==> src/rtl/psr_pkg.sv <==
package psr_pkg;
  localparam int PSR_W  = 16;
  localparam int NFLAG  = 5;
  localparam int FL_T   = 4;
  localparam int FL_N   = 3;
  localparam int FL_Z   = 2;
  localparam int FL_V   = 1;
  localparam int FL_C   = 0;

  typedef struct packed {
    logic [2:0] ilm;
    logic [4:0] bank;
    logic       rsvd;
    logic       ie;
    logic       ss;
    logic       t;
    logic       n;
    logic       z;
    logic       v;
    logic       c;
  } psr_t;

  typedef logic [NFLAG-1:0] flags_t;

  localparam psr_t PSR_RST = '{ilm: 3'd0, bank: 5'd0, rsvd: 1'b0, ie: 1'b0,
                               ss: 1'b1, t: 1'b0, n: 1'b0, z: 1'b0,
                               v: 1'b0, c: 1'b0};
endpackage

==> src/rtl/psr_flag_gen.sv <==
module psr_flag_gen
  import psr_pkg::*;
#(
  parameter int RES_W = 16
) (
  input  logic [RES_W-1:0] result_i,
  input  logic             carry_i,
  input  logic             ovf_i,
  input  logic             sticky_i,
  output flags_t           flags_o
);
  localparam int MSB = RES_W - 1;

  always_comb begin
    flags_o       = '0;
    flags_o[FL_T] = sticky_i;
    flags_o[FL_N] = result_i[MSB];
    flags_o[FL_Z] = (result_i == '0);
    flags_o[FL_V] = ovf_i;
    flags_o[FL_C] = carry_i;
  end
endmodule

==> src/rtl/psr_next.sv <==
module psr_next
  import psr_pkg::*;
(
  input  psr_t             cur_i,
  input  logic             sw_we_i,
  input  logic [PSR_W-1:0] sw_data_i,
  input  logic             irq_accept_i,
  input  flags_t           flag_we_i,
  input  flags_t           alu_flags_i,
  output psr_t             nxt_o,
  output logic             en_o
);
  flags_t cur_fl;
  flags_t mrg_fl;

  assign cur_fl = {cur_i.t, cur_i.n, cur_i.z, cur_i.v, cur_i.c};

  for (genvar g = 0; g < NFLAG; g++) begin : g_flag
    assign mrg_fl[g] = flag_we_i[g] ? alu_flags_i[g] : cur_fl[g];
  end

  always_comb begin
    nxt_o = cur_i;
    if (sw_we_i) begin
      nxt_o = psr_t'(sw_data_i);
    end else begin
      {nxt_o.t, nxt_o.n, nxt_o.z, nxt_o.v, nxt_o.c} = mrg_fl;
    end
    if (irq_accept_i) nxt_o.ss = 1'b1;
    nxt_o.rsvd = 1'b0;
  end

  assign en_o = sw_we_i | irq_accept_i | (|flag_we_i);
endmodule

==> src/rtl/psr_sp_mux.sv <==
module psr_sp_mux #(
  parameter int SP_W = 16
) (
  input  logic            sel_sys_i,
  input  logic [SP_W-1:0] usp_i,
  input  logic [SP_W-1:0] ssp_i,
  output logic [SP_W-1:0] sp_o
);
  always_comb begin
    sp_o = sel_sys_i ? ssp_i : usp_i;
  end
endmodule

==> src/rtl/psr_irq_gate.sv <==
module psr_irq_gate #(
  parameter int NHW = 4,
  parameter int NSW = 2
) (
  input  logic           ie_i,
  input  logic [NHW-1:0] hw_req_i,
  input  logic [NSW-1:0] sw_req_i,
  output logic           pend_o
);
  logic [NHW-1:0] hw_gated;

  for (genvar g = 0; g < NHW; g++) begin : g_mask
    assign hw_gated[g] = hw_req_i[g] & ie_i;
  end

  assign pend_o = (|hw_gated) | (|sw_req_i);
endmodule

==> src/rtl/psr_unit.sv <==
module psr_unit
  import psr_pkg::*;
#(
  parameter int RES_W = 16,
  parameter int SP_W  = 16,
  parameter int NHW   = 4,
  parameter int NSW   = 2
) (
  input  logic             clk,
  input  logic             rst_n,
  input  logic             sw_we_i,
  input  logic [15:0]      sw_data_i,
  input  logic             irq_accept_i,
  input  logic [4:0]       flag_we_i,
  input  logic [RES_W-1:0] alu_result_i,
  input  logic             alu_carry_i,
  input  logic             alu_ovf_i,
  input  logic             alu_sticky_i,
  input  logic [SP_W-1:0]  usp_i,
  input  logic [SP_W-1:0]  ssp_i,
  input  logic [NHW-1:0]   hw_irq_req_i,
  input  logic [NSW-1:0]   sw_irq_req_i,
  output logic [15:0]      psr_o,
  output logic [SP_W-1:0]  sp_o,
  output logic             stack_sys_o,
  output logic             irq_en_o,
  output logic             irq_pend_o
);
  psr_t   psr_q;
  psr_t   psr_d;
  logic   psr_en;
  flags_t alu_flags;

  psr_flag_gen #(.RES_W(RES_W)) u_flag_gen (
    .result_i (alu_result_i),
    .carry_i  (alu_carry_i),
    .ovf_i    (alu_ovf_i),
    .sticky_i (alu_sticky_i),
    .flags_o  (alu_flags)
  );

  psr_next u_next (
    .cur_i        (psr_q),
    .sw_we_i      (sw_we_i),
    .sw_data_i    (sw_data_i),
    .irq_accept_i (irq_accept_i),
    .flag_we_i    (flag_we_i),
    .alu_flags_i  (alu_flags),
    .nxt_o        (psr_d),
    .en_o         (psr_en)
  );

  always_ff @(posedge clk or negedge rst_n) begin
    if (!rst_n) begin
      psr_q <= PSR_RST;
    end else if (psr_en) begin
      psr_q <= psr_d;
    end
  end

  psr_sp_mux #(.SP_W(SP_W)) u_sp_mux (
    .sel_sys_i (psr_q.ss),
    .usp_i     (usp_i),
    .ssp_i     (ssp_i),
    .sp_o      (sp_o)
  );

  psr_irq_gate #(.NHW(NHW), .NSW(NSW)) u_irq_gate (
    .ie_i     (psr_q.ie),
    .hw_req_i (hw_irq_req_i),
    .sw_req_i (sw_irq_req_i),
    .pend_o   (irq_pend_o)
  );

  assign psr_o       = psr_q;
  assign stack_sys_o = psr_q.ss;
  assign irq_en_o    = psr_q.ie;
endmodule

==> config.mk <==
export PLATFORM = sky130hd
export DESIGN_NAME = psr_unit
export DESIGN_NICKNAME = d
export VERILOG_FILES = /design/src/rtl/psr_pkg.sv /design/src/rtl/psr_flag_gen.sv /design/src/rtl/psr_next.sv /design/src/rtl/psr_sp_mux.sv /design/src/rtl/psr_irq_gate.sv /design/src/rtl/psr_unit.sv
export SDC_FILE = /design/constraint.sdc
export NUM_CORES = 1
export LEC_CHECK = 0
export BUFFER_PORTS_ARGS = -buffer_cell sky130_fd_sc_hd__buf_2
export CAP_MARGIN = 20
export CORE_ASPECT_RATIO = 1.25
export CORE_MARGIN = 2
export CORE_UTILIZATION = 38
export CTS_BUF_LIST = sky130_fd_sc_hd__clkbuf_8
export DETAILED_ROUTE_END_ITERATION = 6
export PLACE_DENSITY = 0.79
export SYNTH_ARGS = -nofsm -noshare
export SYNTH_HDL_FRONTEND = slang
export SYNTH_HIERARCHICAL = 1
export SYNTH_SLANG_ARGS = --single-unit
==> constraint.sdc <==
create_clock -name clk -period 1.9 [get_ports clk]
set_input_delay 0.475 -clock clk [delete_from_list [all_inputs] [get_ports clk]]
set_output_delay 0.475 -clock clk [all_outputs]
set_load 0.02 [all_outputs]
==> out/qor.yml, run 1 <==
status: "complete, but fails checks"
violations: "negative setup slack"
yosysUniqueCellTypes: 19
syn_avg_cell_area_um2: 12.9
io_buffers: 115
synth_top_family_by_area: "multiplexers"
crit_end: "sp_o[2]"
path_class: "reg2out"
wirelength_um: 3460
first_pass_iters: 4
skew_ns: 0
ant_nets: 0
first_iter_violations: 18
fin_crit_ns: 1.95
cts_hold_buf: 0
coreArea_um2: 3220
io-pin-count: 117
via_per_inst: 4.73
p_per_area_nw_per_um2: 587
crit_path_end_kind: "primary output"
grt_max_degree: 18
synth_xor_area_share_pct: 0
synthMuxAreaShare_pct: 48.3
layout-drive-gt1-share_pct: 79.2
root_buffer: "clkbuf_8"
route.detailed.drc: 0
cts_tree: "built"
layout_worst_path_cycle_share_pct: 102
layoutNonFillerInstCount: 250
dp.cells: 243
yosysWarningCount: 6
routed-via-count: 1183
synth_compound_area_share_pct: 3.33
die_w_um: 55.9
post-dp-hpwl_um: 2760
worstPathRequired_ns: 1.42
syn_area_um2: 1280
ir_drop_v: 0.000470
grt_pass1_wl_um: 4970
final_area_um2: 1980
setup_viol: 15
synth_fa_ha_area_share_pct: 0
start_util_pct: 39.6
ff2ff_setup_slack_ns: 0.78
clock_latency_ns: 0.24
grt.overflow.total: 0
startpoint: "stack_sys_o"
dpl_cell_area_um2: 1820
rr_startpoint: "stack_sys_o"
syn_nets: 181
crit_fanout: 9
gp_congestion: 0.690
hold_path.class: "in2async"
wl_per_cell_um: 13.9
finalMaxSlewViolations: 0
path_clk_slew_ns: 0.06
yosys_register_bits: 16
cts_buffers: 3
fmax_mhz: 514
final_hold_viol_count: 0
synthCells: 99
fillCellCount: 283
synth_simple_gate_area_share_pct: 6.37
worst_ep_arrival_time_ns: 1.47
r2r_end: "stack_sys_o"
std_cell_rows: 23
fin_nets: 295
p_leak_nw: 1.12
area_growth_pct: 55.2
antenna_found_initial: 1
total_power_w: 0.00116
clockBufferDepth: 2
grt_usage_pct: 16.7
worst_slack_ns: -0.0459
yosysSeqAreaShare_pct: 31.4
cap_viol_max_count: 0
die_h_um: 68.8
clock_sinks: 16
dieArea_um2: 3840
crit_path_start_kind: "register"
h-tree-depth: 1
reg2reg_depth: 3
rsz0062_at_grt: "yes"
grt_pass1_vias: 1128
cells by family after synthesis:
group	Yosys count
other	1
flip-flops	16
AO/OA/AOI/OAI	7
buffers and inverters	13
multiplexers	46
AND/OR/NAND/NOR	16
worst max-delay path: stages, from the launching register on:
cell and delay, ns:
dfstp_2 0.59, buf_12 0.15, mux2_2 0.33, buf_2 0.16
Yosys cell counts:
| master | instances | area share, % |
|---|---|---|
| o21ai_0 | 5 | 2.0 |
| mux2i_1 | 5 | 3.9 |
| buf_4 | 7 | 4.1 |
| nor3_1 | 1 | 0.39 |
| and4_1 | 1 | 0.69 |
| dfrtp_1 | 15 | 29 |
| o41ai_1 | 1 | 0.69 |
| mux2_2 | 13 | 11 |
| conb_1 | 1 | 0.29 |
| mux2_4 | 28 | 33 |
| buf_6 | 3 | 2.6 |
| dfstp_2 | 1 | 2.1 |
| nor4_1 | 5 | 2.4 |
| nor2_1 | 1 | 0.29 |
| buf_2 | 1 | 0.39 |
| nor2b_1 | 1 | 0.49 |
| nand2_1 | 7 | 2.1 |
| buf_12 | 2 | 3.1 |
| a211o_1 | 1 | 0.69 |
through the flow:
stage / setup WS (ns) / hold slack, ns / TNS, ns / utilization, %
global placement: 0.207 / 0.397 / 0 / 56.4
global route: -0.113 / 0.150 / -1.33 / 61.5
detailed placement: 0.200 / 0.410 / 0 / 56.4
floorplan: 0.206 / 0.179 / 0 / -
CTS: -0.0758 / 0.139 / -0.743 / 58.5
finish: -0.0459 / 0.125 / -0.467 / 61.5
layout make-up:
type / instances / area (µm²) / share of cell area [%]
Antenna cell: 1 / 2.50 / 0.126
Clock buffer: 4 / 55.1 / 2.78
Multi-Input combinational cell: 70 / 748 / 37.7
Sequential cell: 16 / 402 / 20.3
Tap cell: 37 / 46.3 / 2.33
Timing Repair Buffer: 122 / 729 / 36.8
worst min path at each step:
| stage | start | to | slack (ns) | cells past startpoint |
|---|---|---|---|---|
| after floorplan | rst_n | irq_en_o | 0.18 | 0 |
| after global placement | rst_n | psr_o[15] | 0.40 | 1 |
| after detailed placement | rst_n | psr_o[11] | 0.41 | 1 |
| after CTS | rst_n | psr_o[7] | 0.14 | 1 |
| after global routing | rst_n | psr_o[12] | 0.15 | 1 |
| final | rst_n | psr_o[7] | 0.13 | 1 |
timing repair:
action                                  4_1_cts  5_1_grt
endpoints found under the setup margin       16       16
gates resized for setup                       2       22
cloned                                        0        1
buffers inserted                              1        0
layer usage:
metal	GRT usage, %	share of wire [%]	up-vias
met5	0	0	-
met2	32.1	54	69
met3	5.60	9.9	2
met4	5.36	1.2	0
li1	-	-	578
met1	17.2	35	534
registers in the layout (all words and copies together), names as in the netlist:
| name | flops |
|---|---|
| irq_en_o | 1 |
| psr_o | 14 |
| stack_sys_o | 1 |
layout by cell type, fill, tap and decap left out:
master     Yosys  layout
dfstp_2        1       1
nor4_1         5       5
buf_4          7       6
o41ai_1        1       1
o21ai_0        5       5
clkbuf_8       0       4
and4_1         1       1
buf_12         2       1
nor2_1         1       1
clkbuf_16      0       1
dfrtp_1       15      15
buf_2          1     103
nor2b_1        1       1
mux2i_1        5       5
conb_1         1       1
a211o_1        1       1
nor3_1         1       1
mux2_4        28      29
buf_6          3      11
nand2_1        7       7
diode_2        0       1
mux2_2        13      12
report_power, final:
group / switching (W) / internal [W] / total, W
sequential: 0.0000282 / 0.000375 / 0.000403
clock: 0.000117 / 0.000184 / 0.000301
combinational: 0.000200 / 0.000261 / 0.000460
Note: power is estimated with default switching activity, not from simulation.
==> inputs of run 2 (changes only) <==
--- a/config.mk
+++ b/config.mk
@@ -9,11 +9,11 @@
 export CAP_MARGIN = 20
 export CORE_ASPECT_RATIO = 1.25
 export CORE_MARGIN = 2
-export CORE_UTILIZATION = 38
+export CORE_UTILIZATION = 32
 export CTS_BUF_LIST = sky130_fd_sc_hd__clkbuf_8
 export DETAILED_ROUTE_END_ITERATION = 6
-export PLACE_DENSITY = 0.79
+export HOLD_SLACK_MARGIN = 0.05
+export PLACE_DENSITY = 0.8
 export SYNTH_ARGS = -nofsm -noshare
 export SYNTH_HDL_FRONTEND = slang
-export SYNTH_HIERARCHICAL = 1
 export SYNTH_SLANG_ARGS = --single-unit
==> run 2 against run 1 <==
Effect of this change:
- the flow still finishes with violations (negative setup slack)
- non-clock buffer count shrank 4
- setup slack lost 0.027 ns
- clock skew unchanged
- combinational power decreased by 23%
- via count shrank 12%
- utilization down 1.7 points
- maximum frequency down 1.4%
- register-to-register slack better by 0.03 ns
- sequential power decreased by 8.7%
- sequential share of layout area grew 4.0 points
- first-iteration DRC count is 28% lower
- clock-buffer cell count shrank 1
==> out/qor.yml, run 2 <==
synth_top_cell_area_share_pct: 40.2
finalMaxSlewViolations: 0
wl_per_cell_um: 12.3
post-place-ws_ns: 0.121
final_hold_viol_count: 0
io-pin-count: 117
syn_avg_cell_area_um2: 11.8
grt_pass1_wl_um: 4020
synth_top_family_by_area: "multiplexers"
yosys_register_bits: 15
netSwitchingFraction_pct: 30.3
layout_common_cells: "buf_2, mux2_2, dfrtp_1"
first_pass_iters: 4
layout-drive-gt1-share_pct: 78.3
h-tree-depth: 1
cts_hold_buf: 0
root_buffer: "clkbuf_8"
synth_fa_ha_area_share_pct: 0
ant_nets: 0
ir_drop_v: 0.000430
via_per_inst: 4.69
routed-via-count: 1045
met2_usage_pct: 29.4
p_comb_share_pct: 36.5
yosysMostFrequentCell: "mux2_2"
yosysWarningCount: 0
grt_pass1_vias: 922
p_leak_nw: 0.854
clock_sinks: 15
wirelength_um: 2750
first_iter_violations: 13
synthCells: 74
area_growth_pct: 80.5
path_clk_slew_ns: 0.06
layout_commonest_cell: "buf_2"
layoutNonFillerInstCount: 223
antenna_found_initial: 2
path_class: "reg2out"
p_per_area_nw_per_um2: 619
whs_ns: 0.120
fin_crit_ns: 1.97
io_buffers: 114
die_w_um: 50.7
crit_fanout: 9
layout_worst_path_cycle_share_pct: 104
worstPathRequired_ns: 1.42
num_antenna_cells: 0
dp.cells: 215
synthArstFlopShare_pct: 100
synth_area_leader_cell: "dfrtp_1"
grt_max_degree: 23
grt_usage_pct: 16.9
status: "complete, but fails checks"
yosys-top-cells-area: "dfrtp_1, mux2_2, mux2i_1"
largest_reg_flops: 13
worst_ep_arrival_time_ns: 1.50
grt.overflow.total: 0
skew_ns: 0
synth_enable_flop_cells: 0
std_cell_rows: 21
worst_slack_ns: -0.0727
met1_usage_pct: 15.7
cap_viol_max_count: 0
synth_xor_area_share_pct: 0
fillCellCount: 260
hold_path.class: "in2async"
syn_area_um2: 871
dieArea_um2: 3160
tns_ns: -0.914
seq_area_um2: 380
synth_simple_gate_area_share_pct: 8.19
p_sw_w: 0.000294
yosysUniqueCellTypes: 21
setup_viol: 15
die_h_um: 62.3
violations: "negative setup slack"
clockPowerShare_pct: 25.7
dominantRegCellSynth: "dfrtp_1"
seq_power_share_pct: 37.9
syn_nets: 156
multiInputGateArea_um2: 450
clock_latency_ns: 0.24
grtUsageMet3_pct: 10.3
fmax_mhz: 507
cts_buffers: 3
coreArea_um2: 2630
fin_nets: 272
synthMuxAreaShare_pct: 36.9
yosysSeqAreaShare_pct: 43.2
cts_tree: "built"
crit_path_end_kind: "primary output"
route.detailed.drc: 0
gp_congestion: 0.681
start_util_pct: 33.1
synth_common_cells: "mux2_2, dfrtp_1, nand2_1"
grt-busiest-layer: "met2"
clockBufferDepth: 2
p_int_w: 0.000678
synth_compound_area_share_pct: 5.75
rsz0062_at_grt: "yes"
crit_path_start_kind: "register"
-- run 2: cell types whose count changed in the layout (fill, tap and decap cells not counted), moves of 3 or more --
cell	change
buf_2	+6
buf_4	-4
buf_6	-6
mux2_2	+12
mux2_4	-28
nor4_1	-3
-- run 2: final cells by class --
class	instances	share of cell area (%)
Timing Repair Buffer	118	41.5
Multi-Input combinational cell	52	28.7
Sequential cell	15	24.2
Tap cell	34	2.71
Clock buffer	3	2.63
Clock inverter	1	0.318
-- run 2: worst paths after layout --
check / cells past startpoint / to / slack [ns] / from
max: 3 / sp_o[4] / -0.07 / stack_sys_o
max reg2reg: 3 / stack_sys_o / 0.81 / stack_sys_o
min reg2reg: 1 / psr_o[12] / 0.50 / psr_o[12]
min in group clk: 2 / stack_sys_o / 0.42 / irq_accept_i
min: 1 / psr_o[11] / 0.12 / rst_n
max in group asynchronous: 1 / stack_sys_o / 1.49 / rst_n
-- run 2: timing repair --
action / CTS / global route
setup endpoints to repair: 16 / 16
resized for setup: 3 / 12
setup buffers: 4 / 0
-- run 2: kinds of logic (layout without fill, tap and decap cells) --
group / count (synthesis) / after routing
flip-flops: 15 / 15
other: 1 / 1
multiplexers: 29 / 29
AO/OA/AOI/OAI: 8 / 8
AND/OR/NAND/NOR: 14 / 14
buffers and inverters: 7 / 122
-- run 2: per-stage QoR --
stage	area [µm²]	utilization, %	total power (W)
3_5_place_dp	1440	54.7	0.000700
6_report	1570	59.8	0.000972
4_1_cts	1530	58.3	0.000969
5_1_grt	1570	59.8	0.00102
3_3_place_gp	1440	54.7	0.000694
2_1_floorplan	871	-	0.000555
-- run 2: power by group through the flow --
| stage | Combinational [W] | Sequential (W) | Clock [W] |
|---|---|---|---|
| 2_1_floorplan | 0.000145 | 0.000410 | 0 |
| 3_3_place_gp | 0.000316 | 0.000379 | 0 |
| 3_5_place_dp | 0.000321 | 0.000379 | 0 |
| 4_1_cts | 0.000343 | 0.000368 | 0.000258 |
| 5_1_grt | 0.000381 | 0.000372 | 0.000271 |
| 6_report | 0.000354 | 0.000368 | 0.000249 |
-- run 2: layer usage --
layer | vias to the layer above | routed length [µm]
met5 | - | 27
met4 | 4 | 25
met3 | 6 | 527
met2 | 87 | 1300
met1 | 451 | 872
li1 | 497 | -
-- run 2: critical path: stages (launching register included) --
cell and delay, ns:
dfstp_4 0.64, buf_12 0.13, mux2_2 0.33, buf_2 0.16
